**config.mk**
```make
export PLATFORM = sky130hd
export DESIGN_NAME = sram_async_ctrl
export DESIGN_NICKNAME = d
export VERILOG_FILES = /design/src/rtl/sram_ctrl_pkg.sv /design/src/rtl/sram_ctrl_timer.sv /design/src/rtl/sram_ctrl_fsm.sv /design/src/rtl/sram_ctrl_datapath.sv /design/src/rtl/sram_async_ctrl.sv
export SDC_FILE = /design/constraint.sdc
export NUM_CORES = 1
export LEC_CHECK = 0
export BUFFER_PORTS_ARGS = -buffer_cell sky130_fd_sc_hd__buf_4
export CORE_UTILIZATION = 48
export CTS_CLUSTER_SIZE = 40
export DETAILED_ROUTE_END_ITERATION = 6
export PLACE_DENSITY = 0.83
export RECOVER_POWER = 100
export SYNTH_ARGS = -nofsm -noshare
export SYNTH_HDL_FRONTEND = slang
export SYNTH_SLANG_ARGS = --single-unit
```
**constraint.sdc**
```tcl
create_clock -name clk -period 2.1 [get_ports clk]
set_input_delay 0.105 -clock clk [delete_from_list [all_inputs] [get_ports clk]]
set_output_delay 0.105 -clock clk [all_outputs]
set_load 0.1 [all_outputs]
```
**src/rtl/sram_ctrl_pkg.sv**
```systemverilog
package sram_ctrl_pkg;

    typedef enum logic [2:0] {
        ST_IDLE,
        ST_RD,
        ST_RD_END,
        ST_TA,
        ST_WR_SETUP,
        ST_WR_PULSE,
        ST_WR_END
    } ctl_state_e;

    typedef struct packed {
        logic cs_n;
        logic oe_n;
        logic we_n;
        logic dq_oe;
        logic ready;
    } pin_ctl_t;

    localparam pin_ctl_t PINS_IDLE = '{cs_n: 1'b1, oe_n: 1'b1, we_n: 1'b1, dq_oe: 1'b0, ready: 1'b0};

    function automatic int unsigned ceil_div(input int unsigned num, input int unsigned den);
        return (num + den - 1) / den;
    endfunction

    function automatic int unsigned cycles_for(input int unsigned cyc, input int unsigned t_ps,
                                               input int unsigned clk_ps);
        int unsigned need;
        need = ceil_div(t_ps, clk_ps);
        if (cyc > need) need = cyc;
        if (need == 0) need = 1;
        return need;
    endfunction

    function automatic int unsigned max3(input int unsigned a, input int unsigned b,
                                         input int unsigned c);
        int unsigned m;
        m = a;
        if (b > m) m = b;
        if (c > m) m = c;
        return m;
    endfunction

    function automatic pin_ctl_t pins_for_state(input ctl_state_e s);
        pin_ctl_t p;
        p = PINS_IDLE;
        case (s)
            ST_RD:       begin p.cs_n = 1'b0; p.oe_n = 1'b0; end
            ST_RD_END:   p.ready = 1'b1;
            ST_WR_SETUP: p.dq_oe = 1'b1;
            ST_WR_PULSE: begin p.cs_n = 1'b0; p.we_n = 1'b0; p.dq_oe = 1'b1; end
            ST_WR_END:   begin p.dq_oe = 1'b1; p.ready = 1'b1; end
            default:     p = PINS_IDLE;
        endcase
        return p;
    endfunction

endpackage

```
**src/rtl/sram_ctrl_timer.sv**
```systemverilog
module sram_ctrl_timer #(
    parameter int CNT_W = 2
) (
    input  logic             clk,
    input  logic             rst,
    input  logic             load,
    input  logic [CNT_W-1:0] load_val,
    output logic             zero
);
    logic [CNT_W-1:0] cnt_q;

    always_ff @(posedge clk) begin
        if (rst) begin
            cnt_q <= '0;
        end else if (load) begin
            cnt_q <= load_val;
        end else if (cnt_q != '0) begin
            cnt_q <= cnt_q - 1'b1;
        end
    end

    assign zero = (cnt_q == '0);
endmodule

```
**src/rtl/sram_ctrl_fsm.sv**
```systemverilog
module sram_ctrl_fsm
    import sram_ctrl_pkg::*;
#(
    parameter int unsigned RD_N  = 1,
    parameter int unsigned WP_N  = 1,
    parameter int unsigned TA_N  = 1,
    parameter int          CNT_W = 2
) (
    input  logic             clk,
    input  logic             rst,
    input  logic             req_valid,
    input  logic             req_write,
    input  logic             cnt_zero,
    output logic             cnt_load,
    output logic [CNT_W-1:0] cnt_val,
    output logic             accept,
    output logic             capture,
    output pin_ctl_t         pins_q
);
    ctl_state_e st_q, st_d;
    logic       prev_rd_q;

    always_comb begin
        st_d     = st_q;
        cnt_load = 1'b0;
        cnt_val  = '0;
        accept   = 1'b0;
        capture  = 1'b0;
        case (st_q)
            ST_IDLE: begin
                if (req_valid) begin
                    accept = 1'b1;
                    if (!req_write) begin
                        st_d     = ST_RD;
                        cnt_load = 1'b1;
                        cnt_val  = CNT_W'(RD_N - 1);
                    end else if (prev_rd_q) begin
                        st_d     = ST_TA;
                        cnt_load = 1'b1;
                        cnt_val  = CNT_W'(TA_N - 1);
                    end else begin
                        st_d = ST_WR_SETUP;
                    end
                end
            end
            ST_RD: begin
                if (cnt_zero) begin
                    capture = 1'b1;
                    st_d    = ST_RD_END;
                end
            end
            ST_RD_END: st_d = ST_IDLE;
            ST_TA: begin
                if (cnt_zero) st_d = ST_WR_SETUP;
            end
            ST_WR_SETUP: begin
                st_d     = ST_WR_PULSE;
                cnt_load = 1'b1;
                cnt_val  = CNT_W'(WP_N - 1);
            end
            ST_WR_PULSE: begin
                if (cnt_zero) st_d = ST_WR_END;
            end
            ST_WR_END: st_d = ST_IDLE;
            default:   st_d = ST_IDLE;
        endcase
    end

    always_ff @(posedge clk) begin
        if (rst) begin
            st_q      <= ST_IDLE;
            pins_q    <= PINS_IDLE;
            prev_rd_q <= 1'b0;
        end else begin
            st_q   <= st_d;
            pins_q <= pins_for_state(st_d);
            if (st_q == ST_RD_END) prev_rd_q <= 1'b1;
            else if (st_q == ST_WR_END) prev_rd_q <= 1'b0;
        end
    end

    // Write-pulse length tracker for the pulse-width check
    logic [15:0] we_len_q;
    always_ff @(posedge clk) begin
        if (rst) we_len_q <= '0;
        else if (!pins_q.we_n) we_len_q <= (we_len_q == 16'hFFFF) ? we_len_q : we_len_q + 16'd1;
        else we_len_q <= '0;
    end

    assert_wp_len_R8: assert property (@(posedge clk) disable iff (rst)
        (pins_q.we_n && !$past(pins_q.we_n)) |-> (we_len_q == 16'(WP_N)));

    assert_no_oe_we_overlap_R9: assert property (@(posedge clk) disable iff (rst)
        !(!pins_q.oe_n && !pins_q.we_n));

    assert_no_drive_under_oe_R9: assert property (@(posedge clk) disable iff (rst)
        pins_q.dq_oe |-> pins_q.oe_n);

    assert_read_strobes_R2: assert property (@(posedge clk) disable iff (rst)
        !pins_q.oe_n |-> (!pins_q.cs_n && pins_q.we_n && !pins_q.dq_oe));

    assert_write_strobes_R5: assert property (@(posedge clk) disable iff (rst)
        !pins_q.we_n |-> (!pins_q.cs_n && pins_q.oe_n && pins_q.dq_oe));

    assert_ready_pulse_R4: assert property (@(posedge clk) disable iff (rst)
        pins_q.ready |=> !pins_q.ready);

    assert_drive_after_oe_high_R7: assert property (@(posedge clk) disable iff (rst)
        $rose(pins_q.dq_oe) |-> $past(pins_q.oe_n));

endmodule

```
**src/rtl/sram_ctrl_datapath.sv**
```systemverilog
module sram_ctrl_datapath #(
    parameter int ADDR_W = 19,
    parameter int DATA_W = 8
) (
    input  logic              clk,
    input  logic              rst,
    input  logic              accept,
    input  logic              capture,
    input  logic [ADDR_W-1:0] req_addr,
    input  logic [DATA_W-1:0] req_wdata,
    input  logic [DATA_W-1:0] mem_dq_i,
    output logic [ADDR_W-1:0] addr_q,
    output logic [DATA_W-1:0] wdata_q,
    output logic [DATA_W-1:0] rdata_q
);
    always_ff @(posedge clk) begin
        if (rst) begin
            addr_q  <= '0;
            wdata_q <= '0;
            rdata_q <= '0;
        end else begin
            if (accept) begin
                addr_q  <= req_addr;
                wdata_q <= req_wdata;
            end
            if (capture) rdata_q <= mem_dq_i;
        end
    end

    assert_no_accept_capture_R3: assert property (@(posedge clk) disable iff (rst)
        !(accept && capture));
endmodule

```
**src/rtl/sram_async_ctrl.sv**
```systemverilog
module sram_async_ctrl
    import sram_ctrl_pkg::*;
#(
    parameter int ADDR_W  = 19,
    parameter int DATA_W  = 8,
    parameter int CLK_PS  = 10000,
    parameter int RD_CYC  = 1,
    parameter int WP_CYC  = 1,
    parameter int TA_CYC  = 1,
    parameter int T_RD_PS = 10000,
    parameter int T_WP_PS = 8000,
    parameter int T_TA_PS = 5000
) (
    input  logic              clk,
    input  logic              rst,
    input  logic              req_valid,
    input  logic              req_write,
    input  logic [ADDR_W-1:0] req_addr,
    input  logic [DATA_W-1:0] req_wdata,
    output logic              req_ready,
    output logic [DATA_W-1:0] rsp_rdata,
    output logic [ADDR_W-1:0] mem_addr,
    output logic              mem_cs_n,
    output logic              mem_oe_n,
    output logic              mem_we_n,
    output logic [DATA_W-1:0] mem_dq_o,
    output logic              mem_dq_oe,
    input  logic [DATA_W-1:0] mem_dq_i
);
    localparam int unsigned RD_N  = cycles_for(RD_CYC, T_RD_PS, CLK_PS);
    localparam int unsigned WP_N  = cycles_for(WP_CYC, T_WP_PS, CLK_PS);
    localparam int unsigned TA_N  = cycles_for(TA_CYC, T_TA_PS, CLK_PS);
    localparam int unsigned MAX_N = max3(RD_N, WP_N, TA_N);
    localparam int          CNT_W = $clog2(MAX_N + 1);

    logic             cnt_load, cnt_zero, accept, capture;
    logic [CNT_W-1:0] cnt_val;
    pin_ctl_t         pins;

    sram_ctrl_timer #(.CNT_W(CNT_W)) u_timer (
        .clk      (clk),
        .rst      (rst),
        .load     (cnt_load),
        .load_val (cnt_val),
        .zero     (cnt_zero)
    );

    sram_ctrl_fsm #(
        .RD_N  (RD_N),
        .WP_N  (WP_N),
        .TA_N  (TA_N),
        .CNT_W (CNT_W)
    ) u_fsm (
        .clk       (clk),
        .rst       (rst),
        .req_valid (req_valid),
        .req_write (req_write),
        .cnt_zero  (cnt_zero),
        .cnt_load  (cnt_load),
        .cnt_val   (cnt_val),
        .accept    (accept),
        .capture   (capture),
        .pins_q    (pins)
    );

    sram_ctrl_datapath #(.ADDR_W(ADDR_W), .DATA_W(DATA_W)) u_dp (
        .clk       (clk),
        .rst       (rst),
        .accept    (accept),
        .capture   (capture),
        .req_addr  (req_addr),
        .req_wdata (req_wdata),
        .mem_dq_i  (mem_dq_i),
        .addr_q    (mem_addr),
        .wdata_q   (mem_dq_o),
        .rdata_q   (rsp_rdata)
    );

    assign mem_cs_n  = pins.cs_n;
    assign mem_oe_n  = pins.oe_n;
    assign mem_we_n  = pins.we_n;
    assign mem_dq_oe = pins.dq_oe;
    assign req_ready = pins.ready;

    assert_write_hold_R6: assert property (@(posedge clk) disable iff (rst)
        (!mem_we_n && $past(!mem_we_n)) |-> ($stable(mem_addr) && $stable(mem_dq_o)));

    assert_reset_idle_R1: assert property (@(posedge clk)
        $past(rst) |-> (mem_cs_n && mem_oe_n && mem_we_n && !mem_dq_oe && !req_ready));

endmodule

```
== Yosys cells after proc, flatten, opt, wreduce, memory -nomap -nowiden ==
Index checks and enable logic that the tools add are counted.

* Input bits: 39
* Latch bits: 0
* Output and inout bits: 40
* RAM bits: 0
* Memories: 0
* Bits in read-only memories: 0
* Word-level logic and storage cells: 52
* Register bits: 45

* Shift-type cells: 0
* Bitwise logic cells: 1
* Multiplexer cells: 22
* Add/subtract/negate cells: 1
* Reduce and logical (&&, ||, !) cells: 6
* Div/mod/pow operators: 0
* Multiply operators: 0
* Eq/ne operators: 11
* Order comparisons: 0

{| class="wikitable"
|+ Operators by type and width
! operator !! number
|-
| $eq A3 B3 Y1 const B || 6
|-
| $mux W3 || 6
|-
| $pmux W3 S5 || 1
|-
| $mux W1 || 14
|-
| $eq A3 B2 Y1 const B || 3
|-
| $eq A3 B1 Y1 const B || 2
|-
| $reduce_or A3 Y1 || 2
|-
| $reduce_or A2 Y1 || 2
|-
| $logic_not A3 Y1 || 1
|-
| $pmux W1 S2 || 1
|-
| $reduce_bool A2 Y1 || 1
|-
| $not A1 Y1 || 1
|-
| $sub A1 B1 Y1 const B || 1
|}

== Depth between registers and ports, before layout ==
Gate-level depths: netlist of run 1.

* Depth in word-level cells: 7
* Gate-level depth with buffers: 5
* Depth with buffers taken out: 4

== Hierarchy ==
A second synthesis of run 1 with hierarchy kept.

* Cell total of the unflattened synthesis: 162
* Area, all modules: 1744.2 um^2

{| class="wikitable"
|+ Modules (own cells, without submodules)
! module !! cells an instance !! times used !! area each (um^2) !! sequential area each (um^2)
|-
| sram_ctrl_datapath || 113 || 1 || 1258.7 || 700.7
|-
| sram_ctrl_fsm || 46 || 1 || 452.9 || 180.2
|-
| sram_ctrl_timer || 3 || 1 || 32.5 || 20.0
|}

== Worst setup path after synthesis of run 1 ==
Ideal clock, no wire load.

* Path type: reg2reg
* Start point: reg u_fsm.st_q[0]
* End point: reg u_fsm.pins_q[2] (netlist bit)
* Buffers on the path: 0
* Cell stages (with the launch flop): 5
* Required time: 1967 ps
* Clock period less this slack: 1353 ps
* Setup time: 133 ps
* Arrival time: 1220 ps
* Path slack: 747 ps
* Cells stage by stage: dfxtp_1 -> nand2b_4 -> or3_4 -> a221oi_4 -> nand3_1

* Cells in the longest elaborated chain, start to end: 4
* Elaborated cells between the ends (all ways): 12
* Those cells by class: eq/ne (5); mux (6); reduce/logical (1)

{| class="wikitable"
|+ Ends and longest elaborated chain
! what !! line !! RTL
|-
| from (decl) || sram_ctrl_fsm.sv:20 || <nowiki>ctl_state_e st_q, st_d;</nowiki>
|-
| from (signal assigned) || sram_ctrl_fsm.sv:75 || <nowiki>st_q <= st_d;</nowiki>
|-
| $eq A3 B3 Y1, or another cell as far along || sram_ctrl_fsm.sv:29 || <nowiki>case (st_q)</nowiki>
|-
| $pmux W3 S5 (*) || sram_ctrl_fsm.sv:29 ||
|-
| $eq A3 B3 Y1 (*) || sram_ctrl_pkg.sv:48 || <nowiki>case (s)</nowiki>
|-
| $mux W1 (*) || sram_ctrl_pkg.sv:48 ||
|-
| to (signal assigned) || sram_ctrl_fsm.sv:76 || <nowiki>pins_q <= pins_for_state(st_d);</nowiki>
|-
| to (decl) || sram_ctrl_fsm.sv:18 || <nowiki>output pin_ctl_t pins_q</nowiki>
|}

Every way passes the cells marked *; elsewhere a longest branch is shown, timed or not.
A chain may end at the register's enable or synchronous reset.

== Worst setup path in the final report of run 1 ==
* Start point: reg u_fsm.st_q[1]
* End point: reg u_fsm.pins_q[2] (netlist bit)

Same word-level chain as after synthesis.

==> results of run 1 <==
sequential cells by signal (all words and copies together), names as in the netlist:
signal	flops
u_dp.addr_q	19
u_dp.rdata_q	8
u_dp.wdata_q	8
u_fsm.pins_q	5
u_fsm.prev_rd_q	1
u_fsm.st_q	3
u_timer.cnt_q	1
report_power, final:
group	switching, uW	internal, uW	leakage (uW)
sequential	47.2	930	0.000368
clock	263	158	0.0000314
combinational	700	190	0.000586
total	1010	1280	0.000986
layout make-up:
cell class	instances	area (um2)	share of cell area [%]
flip-flops and latches	45	900.9	36.47
repair buffers	116	802.0	32.47
clock buffers	7	55.05	2.229
well taps	44	55.05	2.229
multi-input cells	137	656.9	26.60
worst min path at each step:
stage | start | to | depth (start not counted)
detailed placement | req_addr[11] | u_dp.addr_q[11] | 3
global placement | req_addr[2] | u_dp.addr_q[2] | 3
finish | req_write | u_fsm.pins_q[4] | 3
floorplan | req_addr[0] | u_dp.addr_q[0] | 2
CTS | req_write | u_fsm.pins_q[4] | 3
global route | req_write | u_fsm.pins_q[4] | 3
routing by layer:
layer | share of wire (%) | routed length, um
met3 | 4.7 | 239
met1 | 38 | 1932
met4 | 3.2 | 160
met5 | 0 | 0
met2 | 54 | 2719
synth_stat cells (all sizes together):
cell     n  area (um2)
clkbuf   5       18.77
nand2b   5       38.78
nand3b   1       7.510
a211oi   3       22.52
a21bo    1       10.01
nor2b    3       18.77
or3      1       11.26
a221oi   1       26.28
dfxtp   45       900.9
nor3     3       31.28
a21oi   35       175.2
o21ai    1       5.000
a22o     1       8.760
nand3    2       10.01
conb     1       3.750
a32oi    1       8.760
a22oi    1       7.510
buf      6       28.77
nor2     3       11.26
nand2   74       277.8
stage by stage:
stage | cell area (um2) | util, % | power, uW | setup slack [ps]
CTS | 2644 | 84.52 | 2340 | 527.7
floorplan | 1623 | - | 1675 | 746.6
global placement | 2238 | 71.56 | 1877 | 601.6
detailed placement | 2238 | 71.56 | 1885 | 545.8
finish | 2470 | 78.96 | 2289 | 327.6
global route | 2470 | 78.96 | 2383 | 207.1
worst max-delay path, delay by kind of cell, from the launching register on:
kind	cells	cell delay [ps]
AOI/OAI and AO/OA	2	690
DFF	1	410
and+or+nand+nor	2	310
buffers and inverters	1	230
logic make-up after synthesis:
family	count (synthesis)
and+or+nand+nor	92
AOI/OAI and AO/OA	44
DFF	45
buffers and inverters	11
other	1
what timing repair did:
item / CTS / global route
gates resized for setup: 0 / 0
endpoints found under the hold margin: 35 / 0
hold buffers: 35 / 0
==> impl_metrics.ini, run 1 <==
[clocking]
cts.path.max_buffers = 2
insertion_delay_ps = 360
post_cts_buffers = 0
path_clk_slew_ps = 120
numCtsBuffers = 5
htree_levels = 2
cts_root_buf = clkbuf_4
clock_sinks = 45
cts_tree = done

[synth]
synth_top_family_by_area = simple AND/OR/NAND/NOR gates
seq_area_frac_synth_pct = 55.51
syn_nets = 232
yosys.area_share.adder_pct = 0
synth_seq_cells = 45
yosys.area_share.xor_xnor_pct = 0
synth_cells = 193
muxShareOfSynthArea_pct = 0
synthSimpleGateAreaFrac_pct = 25.06
synthDistinctLibCells = 24
yosys_warnings = 0
syn_area_per_cell_um2 = 8.408
synth-compound-area-share_pct = 16.27
netlist_area_mm2 = 0.001623

[grt]
grt_pass1_vias = 1745
grt_max_degree = 42
grt-ovfl-total = 0
antenna_found_initial = 0
use_met2_pct = 54.16
grt_use_met1_pct = 32.12
busiest_layer = met2
track_usage_pct = 30.09
grt.met3_usage_pct = 8.225
grt_pass1_wl_um = 7783

[routing]
routed_wl_um = 5052
wire_per_inst_um = 14.48
drc = 0
drtPass1Iterations = 4
vias = 1728
drt-vias-per-instance = 4.951
ant_nets = 0
drtIter0Drc = 100

[min_path]
hold_path_class = primary input to flop

[sta]
worst_pin_slew_ps = 1213
rsz0062_at_grt = false
setup_violations = 0
relSlewSlack_pct = 19.50
hold_viol = 0
slew_viol_final = 0
min_period_ps = 1772
fin_worst_skew_ps = 8.497
finalSetupTns_ps = 0
timing.final.crit_share_pct = 84.40
hold_ws_ps = 118.4
timing.fmax_ghz = 0.5642

[cells_and_area]
final_cell_mix = 74 x nand2_1, 45 x dfxtp_1, 42 x clkbuf_1
nNetsFinal = 344
synthToLayoutAreaGrowth_pct = 52.20
drive_gt1_share_pct = 16.39
stdcell_count = 349
insertedDiodeCount = 0
final_common_cell = nand2_1
fillers = 243

[worst_setup_path]
critPathLaunchType = flop
cp-endpoint = u_fsm.pins_q[2]
worst_ep_required_time_ps = 2340
cp_data_arrival_time_ps = 2010
critical_path_class = flop to flop
path_cells = clkbuf_1 -> nand2b_1 -> a21bo_1 -> a221oi_1 -> nand3_1
r2r_start = u_fsm.st_q[1]
path_max_fanout = 7
max_stage_delay_ps = 460
rr_endpoint = u_fsm.pins_q[2]
end_kind = flop
cp_slowest_cell = a221oi_1
rrSetupSlack_ps = 330
startpoint = u_fsm.st_q[1]
r2r_cells = 5

[floorplanning]
fp.dieW_um = 60.15
initial_core_util_pct = 51.88
ios = 79
fp-row-count = 20
die-area_mm2 = 0.003617
die-height_um = 60.15
fp.coreArea_mm2 = 0.003128

[outcome]
status = complete, no violations

[pwr]
ir_drop_mv = 0.5620
cellPowerDensity_mw_per_mm2 = 926.9
leakage_uw = 0.0009857

[placed_design]
gp_congestion = 0.7639
place_inst = 307
io_buffers = 78
dpl.hpwl_um = 2625

[flow_run]
cap_violations = 0
No activity file was read; power rests on OpenSTA's default activity.
==> inputs of run 2 (changes only) <==
--- a/config.mk
+++ b/config.mk
@@ -6,10 +6,10 @@
 export NUM_CORES = 1
 export LEC_CHECK = 0
 export BUFFER_PORTS_ARGS = -buffer_cell sky130_fd_sc_hd__buf_4
-export CORE_UTILIZATION = 48
+export CORE_UTILIZATION = 40
 export CTS_CLUSTER_SIZE = 40
 export DETAILED_ROUTE_END_ITERATION = 6
-export PLACE_DENSITY = 0.83
+export PLACE_DENSITY = 0.74
 export RECOVER_POWER = 100
 export SYNTH_ARGS = -nofsm -noshare
 export SYNTH_HDL_FRONTEND = slang
==> constraint.sdc (replaced) <==
create_clock -name clk -period 1.6 [get_ports clk]
set_input_delay 0.08 -clock clk [delete_from_list [all_inputs] [get_ports clk]]
set_output_delay 0.08 -clock clk [all_outputs]
set_load 0.1 [all_outputs]
==> run 2 against run 1 <==
  * First-iteration DRC count shrank 1.0%
  * Worst hold slack lost 86 ps
  * Wire length shrank 25%
  * Critical endpoint is now u_fsm.pins_q[3]
  * Largest power group unchanged
  * Highest routed layer unchanged
==> impl_metrics.ini, run 2 (synthesized netlist as in run 1, its figures left out) <==
[outcome]
status = complete, no violations

[cells_and_area]
nNetsFinal = 310
stdcell_count = 319
fillers = 381
largest_register_ffs = 19
insertedDiodeCount = 0
final_cell_mix = 74 x nand2_1, 45 x dfxtp_1, 41 x buf_4
top_register = u_dp.addr_q
top_regs = u_dp.addr_q (19), u_dp.rdata_q (8), u_dp.wdata_q (8)
finalCoreUtilization_pct = 58.63
synthToLayoutAreaGrowth_pct = 36.24
final_common_cell = nand2_1
drive_gt1_share_pct = 33.58

[routing]
routed_wl_um = 3809
wire_per_inst_um = 11.94
drtPass1Iterations = 4
vias = 1545
ant_nets = 0
drtIter0Drc = 99
drt-vias-per-instance = 4.843
drc = 0

[worst_setup_path]
cp_data_arrival_time_ps = 1640
critical_path.top_delay_family = simple AND/OR/NAND/NOR gates
path_cells = nand2b_4 -> or3_4 -> a221oi_2 -> nand3_1
path_max_fanout = 6
critPathLaunchType = flop
max_stage_delay_ps = 370
cp_slowest_cell = dfxtp_1
critPathBufInv = 0
end_kind = flop
critical_path_class = flop to flop
worst_ep_required_time_ps = 1760

[pwr]
power_uw = 3053
cellPowerDensity_mw_per_mm2 = 1381
ir_drop_mv = 0.6082
leakage_uw = 0.0009901

[clocking]
cts_root_buf = clkbuf_8
numCtsBuffers = 5
path_clk_slew_ps = 70
hold_buffers = 0
cts_tree = done
htree_levels = 2
insertion_delay_ps = 290
post_cts_resized = 0
cts.path.max_buffers = 2
clock_sinks = 45
post_cts_buffers = 0

[sta]
timing.fmax_ghz = 0.6756
hold_viol = 0
slew_viol_final = 0
setup_violations = 0
timing.final.crit_share_pct = 92.52
rsz0062_at_grt = false
relSlewSlack_pct = 63.56
setup_ws_ps = 119.7
fin_worst_skew_ps = 1.896
worst_pin_slew_ps = 543.7
min_period_ps = 1480
finalSetupTns_ps = 0

[grt]
grt_max_degree = 42
grt_pass1_vias = 1449
track_usage_pct = 18.56
grt.met3_usage_pct = 6.424
grt_use_met1_pct = 22.13
grt_pass1_wl_um = 6147
busiest_layer = met2
grt-ovfl-total = 0
use_met2_pct = 30.36
antenna_found_initial = 0

[floorplanning]
fp.dieW_um = 65.70
fp-row-count = 22
ios = 79
initial_core_util_pct = 43.03
die-height_um = 65.70
die-area_mm2 = 0.004316
fp.coreArea_mm2 = 0.003771

[placed_design]
preCtsSetupSlack_ps = 127.7
place_inst = 312
gp_congestion = 0.8144
dpl.hpwl_um = 2767
io_buffers = 78

[flow_run]
cap_violations = 0

[min_path]
hold_path_class = primary input to flop
-- run 2: worst paths after layout --
check | start | end | slack [ps] | cells after the start
worst max-delay path | u_fsm.st_q[0] | u_fsm.pins_q[3] | 120 | 4
worst min-delay path | req_addr[2] | u_dp.addr_q[2] | 30 | 3
worst max register to register | u_fsm.st_q[0] | u_fsm.pins_q[3] | 120 | 4
worst min register to register | u_dp.addr_q[3] | u_dp.addr_q[3] | 450 | 2
-- run 2: metrics by stage --
step	area (um2)	hold slack (ps)
5_1_grt	2211	28.64
3_5_place_dp	2251	334.8
6_report	2211	32.91
2_1_floorplan	1623	216.0
4_1_cts	2337	26.51
3_3_place_gp	2251	326.6
-- run 2: power by group --
group	total [uW]	switching [uW]	leakage, uW	internal [uW]
clock network	675	332	0.0000443	342
registers	1280	57.4	0.000368	1220
logic	1100	879	0.000577	221
-- run 2: routing by layer --
| layer | share of wire (%) | wire length (um) |
|---|---|---|
| met1 | 44 | 1662 |
| met2 | 49 | 1850 |
| met3 | 7.4 | 280 |
| met4 | 0.39 | 15 |
| met5 | 0 | 0 |
-- run 2: area by class of cell --
| type | count | area, um2 | area share, % |
|---|---|---|---|
| Sequential cell | 45 | 900.9 | 40.75 |
| Multi-Input combinational cell | 137 | 651.9 | 29.48 |
| Timing Repair Buffer | 82 | 511.7 | 23.15 |
| Clock buffer | 7 | 86.33 | 3.905 |
| Tap cell | 48 | 60.06 | 2.716 |
-- run 2: worst reg2reg max path: cells and delay by family (launching register included) --
kind	cells	cell delay, ps
AO/OA/AOI/OAI	1	350
flip-flops	1	370
AND/OR/NAND/NOR	3	640
